<file path="config.mk">
export PLATFORM = sky130hd
export DESIGN_NAME = noise_mode_ctrl
export DESIGN_NICKNAME = d
export VERILOG_FILES = /design/src/rtl/noise_mode_ctrl.sv
export SDC_FILE = /design/constraint.sdc
export NUM_CORES = 1
export LEC_CHECK = 0
export BUFFER_PORTS_ARGS = -buffer_cell sky130_fd_sc_hd__clkbuf_2
export CAP_MARGIN = 0
export CORE_UTILIZATION = 55
export CTS_CLUSTER_DIAMETER = 40
export CTS_CLUSTER_SIZE = 12
export DETAILED_ROUTE_END_ITERATION = 7
export PLACE_DENSITY = 0.69
export SETUP_SLACK_MARGIN = 0.3
export SKIP_LAST_GASP = 1
export SLEW_MARGIN = 20
export SYNTH_ARGS = -nofsm -noshare
export SYNTH_HDL_FRONTEND = slang
export SYNTH_SLANG_ARGS = --single-unit
export TNS_END_PERCENT = 30
</file>
<file path="constraint.sdc">
create_clock -name clk -period 3.3 [get_ports clk]
set_input_delay 0.99 -clock clk [delete_from_list [all_inputs] [get_ports clk]]
set_output_delay 0.99 -clock clk [all_outputs]
set_load 0.03 [all_outputs]
</file>
<file path="src/rtl/noise_mode_ctrl.sv">
module noise_mode_ctrl #(
  parameter int WIN_BITS = 14,
  parameter int ERR_BITS = 7,
  parameter int THR_MID  = 10,
  parameter int THR_HIGH = 69
) (
  input  logic       clk,
  input  logic       rst_n,
  input  logic       probe_rx,
  output logic       probe_tx,
  output logic [1:0] mode
);

  localparam logic [ERR_BITS-1:0] ERR_MAX = '1;
  localparam logic [ERR_BITS-1:0] LIM_MID = ERR_BITS'(THR_MID);
  localparam logic [ERR_BITS-1:0] LIM_HI  = ERR_BITS'(THR_HIGH);
  localparam logic [WIN_BITS-1:0] WIN_LAST = '1;

  logic [WIN_BITS-1:0] win_cnt;
  logic [ERR_BITS-1:0] err_cnt;
  logic [ERR_BITS-1:0] err_sum;
  logic                hit;
  logic                win_end;
  logic [1:0]          mode_next;

  assign hit     = probe_rx ^ probe_tx;
  assign win_end = (win_cnt == WIN_LAST);
  assign err_sum = (err_cnt == ERR_MAX) ? ERR_MAX : err_cnt + ERR_BITS'(hit);

  always_comb begin
    if (err_sum >= LIM_HI)       mode_next = 2'b11;
    else if (err_sum >= LIM_MID) mode_next = 2'b01;
    else                         mode_next = 2'b00;
  end

  always_ff @(posedge clk) begin
    if (!rst_n) begin
      probe_tx <= 1'b0;
      win_cnt  <= '0;
      err_cnt  <= '0;
      mode     <= 2'b11;
    end else begin
      probe_tx <= ~probe_tx;
      win_cnt  <= win_cnt + 1'b1;
      if (win_end) begin
        err_cnt <= '0;
        mode    <= mode_next;
      end else begin
        err_cnt <= err_sum;
      end
    end
  end

  AST_TX_TOGGLE: assert property (@(posedge clk) disable iff (!rst_n)
    $past(rst_n) |-> probe_tx != $past(probe_tx));

  AST_MODE_HOLD: assert property (@(posedge clk) disable iff (!rst_n)
    !$past(win_end) |-> $stable(mode));

  AST_MODE_LEGAL: assert property (@(posedge clk) disable iff (!rst_n)
    mode != 2'b10);

  AST_NO_WRAP: assert property (@(posedge clk) disable iff (!rst_n)
    ($past(rst_n) && $past(err_cnt) == ERR_MAX && !$past(win_end)) |-> err_cnt == ERR_MAX);

  AST_WIN_CLEAR: assert property (@(posedge clk) disable iff (!rst_n)
    ($past(rst_n) && $past(win_end)) |-> err_cnt == '0);

  AST_HIGH_SEL: assert property (@(posedge clk) disable iff (!rst_n)
    ($past(rst_n) && $past(win_end) && $past(err_sum) >= LIM_HI) |-> mode == 2'b11);

endmodule

</file>
==> flow_summary.ini, run 1 <==
[status]
outcome = complete, no violations

[clocking]
cts_setup_buffers = 0
clock_sinks = 24
clk_path_buf_depth = 2
clkLatencyLatePin_ps = 310
cts_root_buf = clkbuf_4
cts_resized = 0
cts_hold_buf = 0
numCtsBuffers = 3
clkSlewWorstSetupHoldPaths_ps = 130
cts_tree = built
cts_max_level = 1

[logic_synthesis]
yosysUniqueCellTypes = 33
ys.flop_type = dfxtp_1
yosysTopAreaCell = dfxtp_1
synth-seq-area-share_pct = 42.2
synth.top_cells.by_area = dfxtp_1 (42%), xnor2_1 (7.7%), and2_1 (7.1%)
yosysTopAreaCellShare_pct = 42.2
ys_seq_elements = 24
yosys_warnings = 0
synth_fp_nets = 123
synth-edff-count = 0
async_flop_share_pct = 0
netlist_area_sq_mm = 0.00114
syn_area_per_cell_sq_um = 9.73
syn_inst = 117

[timing]
min_period_ps = 2450
setup_tns_ps = 0
rsz0062_at_grt = no
slew_viol_final = 0
timing.hold.ws_ps = 446
worstMarginPinSlew_ps = 364
hold_viol = 0
max_slew_margin_pct = 75.6
setup_viol = 0
fmax_mhz = 408
skew_ps = 7.56
period_share_pct = 74.4

[floorplanning]
die_w_um = 47.5
io_pins = 6
dieArea_sq_mm = 0.00226
die_h_um = 47.5
initial_core_util_pct = 58.0
coreArea_sq_mm = 0.00196
rows = 16

[power_and_ir_drop]
p_total_uw = 555
peakVddDrop_mv = 0.389
p_per_area_mw_per_mm2 = 452
leakage_nw = 0.494

[route]
drt_pass1_iterations = 4
postRouteAntennaNets = 0
wire_per_inst_um = 11.9
wl_mm = 1.79
first_iter_violations = 10
num_vias = 810
routed_via_density = 5.40
drc = 0

[cells_and_area]
drive_gt1_share_pct = 15.4
fin_nets = 130
n_antenna_cell = 0
stdcell_count = 150
area_delta_synth_final_pct = 7.80

[worst_setup_path]
crit_fanout = 6
crit_arrival_ps = 2640
path_class = input pin to flop
cp_num_buf_inv = 1
reg2reg_depth = 8
path_cells = clkbuf_2 > xor2_1 > ha_1 > ha_1 > nand3_1 > xor2_1 > nand4_2 > a211oi_2 > o311ai_2
endpoint_kind = flop
required_ps = 3490
slowest_delay_ps = 310
start_kind = input pin
cp_num_cells = 9
cpMaxStageDelayCell = ha_1
critical_path.top_delay_family = adder cells

[global_route]
grt_overflow = 0
gr-usage-all-layers_pct = 18.5
antenna_found_initial = 0
grt_max_degree = 19
grt_pass1_wl_mm = 2.83
grt_pass1_vias = 674

[placement]
io_buffer_count = 5
place_inst = 146
gp_congestion = 0.735
hpwlAfterDp_mm = 1.27

[worst_hold_path]
hold_depth = 1
hold_path.class = flop to flop

[run]
timing.max_cap.violations = 0
[registers in the layout, summed over array words and instances (netlist names)]
name	flops
mode	2
err_cnt	7
win_cnt	14
probe_tx	1
[synth_stat cells, types with 3 or more instances]
master,number
and3_1,4
nand2_1,7
nor2_1,4
a21oi_1,6
nand3_1,9
xnor2_1,10
ha_1,3
and2_1,13
xor2_1,6
inv_1,3
dfxtp_1,24
[logic make-up (layout without fill, tap and decap cells)]
| group | Yosys count | after routing | share of synthesized area, % |
|---|---|---|---|
| adders and majority gates | 3 | 3 | 3.30 |
| DFF | 24 | 24 | 42.2 |
| buffers and inverters | 6 | 12 | 2.97 |
| xor gates and xnor gates | 16 | 16 | 12.3 |
| AOI/OAI and AO/OA | 17 | 17 | 10.4 |
| muxes | 1 | 1 | 1.21 |
| and+or+nand+nor | 50 | 50 | 27.6 |
[layout make-up]
class / instances / area [sq um]
sequential: 24 / 480
timing repair buffer: 5 / 25.0
fill: 194 / 734
tap: 27 / 33.8
multi-input combinational: 87 / 624
inverter: 3 / 11.3
clock buffer: 3 / 22.5
clock inverter: 1 / 30.0
[final timing paths]
kind	startpoint	end	slack (ps)
min	win_cnt[0]	win_cnt[0]	450
max	probe_rx	mode[1]	850
min reg2reg	win_cnt[0]	win_cnt[0]	450
max reg2reg	probe_tx	mode[1]	1210
[per-stage QoR]
step | util (%) | setup WS [ps] | cell area (sq um)
2_1_floorplan | - | 772 | 1140
3_3_place_gp | 59.9 | 598 | 1170
4_1_cts | 62.6 | 841 | 1230
5_1_grt | 62.6 | 705 | 1230
3_5_place_dp | 59.9 | 504 | 1170
6_report | 62.6 | 846 | 1230
[layout by cell type, fill, tap and decap left out, types with 2 or more instances in the layout]
| cell type | Yosys | final |
|---|---|---|
| dfxtp_1 | 24 | 24 |
| and2_1 | 13 | 13 |
| xnor2_1 | 10 | 10 |
| nand3_1 | 9 | 9 |
| nand2_1 | 7 | 7 |
| xor2_1 | 6 | 6 |
| a21oi_1 | 6 | 6 |
| clkbuf_2 | 0 | 5 |
| and3_1 | 4 | 4 |
| nor2_1 | 4 | 4 |
| inv_1 | 3 | 3 |
| ha_1 | 3 | 3 |
| clkbuf_4 | 0 | 3 |
| and4_1 | 2 | 2 |
| nand4_2 | 2 | 2 |
| a31oi_1 | 2 | 2 |
| o21ai_0 | 2 | 2 |
| nand4_1 | 2 | 2 |
| nor2b_1 | 2 | 2 |
[power breakdown]
group / switching [mW] / internal (mW)
Clock: 0.0863 / 0.123
Sequential: 0.00936 / 0.298
Combinational: 0.0231 / 0.0151
[routing by layer]
| layer | share of wire (%) | vias up | GRT usage, % |
|---|---|---|---|
| met5 | 0 | - | 0 |
| met4 | 0.73 | 0 | 8.57 |
| met3 | 5.1 | 2 | 8.68 |
| met2 | 44 | 15 | 26.6 |
| met1 | 50 | 371 | 23.4 |
| li1 | - | 422 | - |
Power figures use the tool's default switching activity.
==> inputs of run 2 (changes only) <==
==> constraint.sdc (replaced) <==
create_clock -name clk -period 2.4 [get_ports clk]
set_input_delay 0.72 -clock clk [delete_from_list [all_inputs] [get_ports clk]]
set_output_delay 0.72 -clock clk [all_outputs]
set_load 0.03 [all_outputs]
==> run 2 against run 1 <==
Compared with the run above:
- combinational power increased by 78%
- power up 40%
- register-to-register slack worse by 720 ps
- non-clock buffer count grew 2
- clock skew up 2.1 ps
- sequential share of layout area shrank 1.2 points
- core utilization is 2.0 points higher
- worst hold slack better by 3.5 ps
- critical path depth is the same
- sequential cell count did not move
- critical path type unchanged
- highest routed layer unchanged
==> flow_summary.ini, run 2 (synthesized netlist as in run 1, its figures left out) <==
[worst_setup_path]
required_ps = 2600
start_kind = input pin
crit_fanout = 6
endpoint_kind = flop
crit_arrival_ps = 2210
path_class = input pin to flop

[status]
outcome = complete, no violations

[timing]
period_share_pct = 83.8
skew_ps = 9.62
setup_ws_ps = 389
fmax_mhz = 497
setup_viol = 0
max_slew_margin_pct = 75.6
hold_viol = 0
timing.hold.ws_ps = 449
min_period_ps = 2010
worstMarginPinSlew_ps = 366
slew_viol_final = 0
rsz0062_at_grt = no

[placement]
hpwlAfterDp_mm = 1.34
place_ws_ps = -5.21
place_inst = 146
gp_congestion = 0.783
io_buffer_count = 5

[run]
timing.max_cap.violations = 0

[floorplanning]
initial_core_util_pct = 58.0
die_h_um = 47.5
dieArea_sq_mm = 0.00226
io_pins = 6
rows = 16
coreArea_sq_mm = 0.00196
die_w_um = 47.5

[clocking]
clkLatencyLatePin_ps = 310
cts_root_buf = clkbuf_4
clock_sinks = 24
numCtsBuffers = 3
cts_max_level = 1
clk_path_buf_depth = 2
clkSlewWorstSetupHoldPaths_ps = 130
cts_tree = built

[route]
routed_via_density = 5.58
wire_per_inst_um = 12.3
drt_pass1_iterations = 4
first_iter_violations = 7
drc = 0
wl_mm = 1.87
num_vias = 848
postRouteAntennaNets = 0

[global_route]
gr-usage-all-layers_pct = 19.0
grt_max_degree = 19
grt_overflow = 0
antenna_found_initial = 0
grt_pass1_wl_mm = 2.91
grt_pass1_vias = 698

[cells_and_area]
regMostFlops = win_cnt
stdcell_count = 152
nFillCells = 184
area_delta_synth_final_pct = 11.3
layout_commonest_cell = dfxtp_1
fin_nets = 132
regArea_sq_um = 480
reg.largest.list = win_cnt (14), err_cnt (7), mode (2)
final_cell_mix = dfxtp_1 (24), and2_1 (13), xnor2_1 (10)
n_antenna_cell = 0
multi_input_area_sq_um = 649
largest_register_ffs = 14
drive_gt1_share_pct = 20.0

[power_and_ir_drop]
leakage_nw = 0.502
p_total_uw = 777
peakVddDrop_mv = 0.554
p_per_area_mw_per_mm2 = 613

[worst_hold_path]
hold_path.class = flop to flop
[run 2: changes by cell type in the layout (fill, tap and decap cells not counted), sizes merged]
cell | before | now
buf | 0 | 2
[run 2: final timing paths]
check,endpoint,cells past startpoint,from,slack [ps]
max,mode[0],9,probe_rx,390
min,win_cnt[0],1,win_cnt[0],450
max reg2reg,mode[0],8,probe_tx,490
min reg2reg,win_cnt[0],1,win_cnt[0],450
[run 2: stage by stage]
stage               setup TNS [ps]  util (%)  instance area [sq um]
floorplan                        0         -                   1160
global placement                 0      60.8                   1190
detailed placement           -5.21      60.8                   1190
CTS                              0      63.5                   1240
global route                     0      64.6                   1270
finish                           0      64.6                   1270
[run 2: layout make-up]
class,count,area share [%]
inverter,3,0.888
sequential,24,37.9
tap,27,2.67
clock buffer,3,1.78
multi-input combinational,87,51.2
timing repair buffer,7,3.16
clock inverter,1,2.37
[run 2: timing repair]
item	CTS	global route
hold buffers	0	0
buffers inserted	0	2
gates resized for setup	0	1
endpoints found under the setup margin	0	2
[run 2: metal layers]
layer  vias to the layer above  GRT usage, %  wire [um]
met4                         0          10.3         23
met5                         -             0          0
met1                       400          25.7        940
li1                        428             -          -
met2                        16          27.7        857
met3                         4          4.53         51
[run 2: where the power goes]
part / switching, mW / internal, mW
registers: 0.0149 / 0.410
clock network: 0.116 / 0.169
logic: 0.0354 / 0.0326
[run 2: critical path, cell delays in order]
cell	delay, ps
clkbuf_2	80
xor2_1	160
ha_2	270
ha_4	190
nand3_1	120
xor2_2	200
nand4_2	160
nor4b_2	240
o21ai_1	70
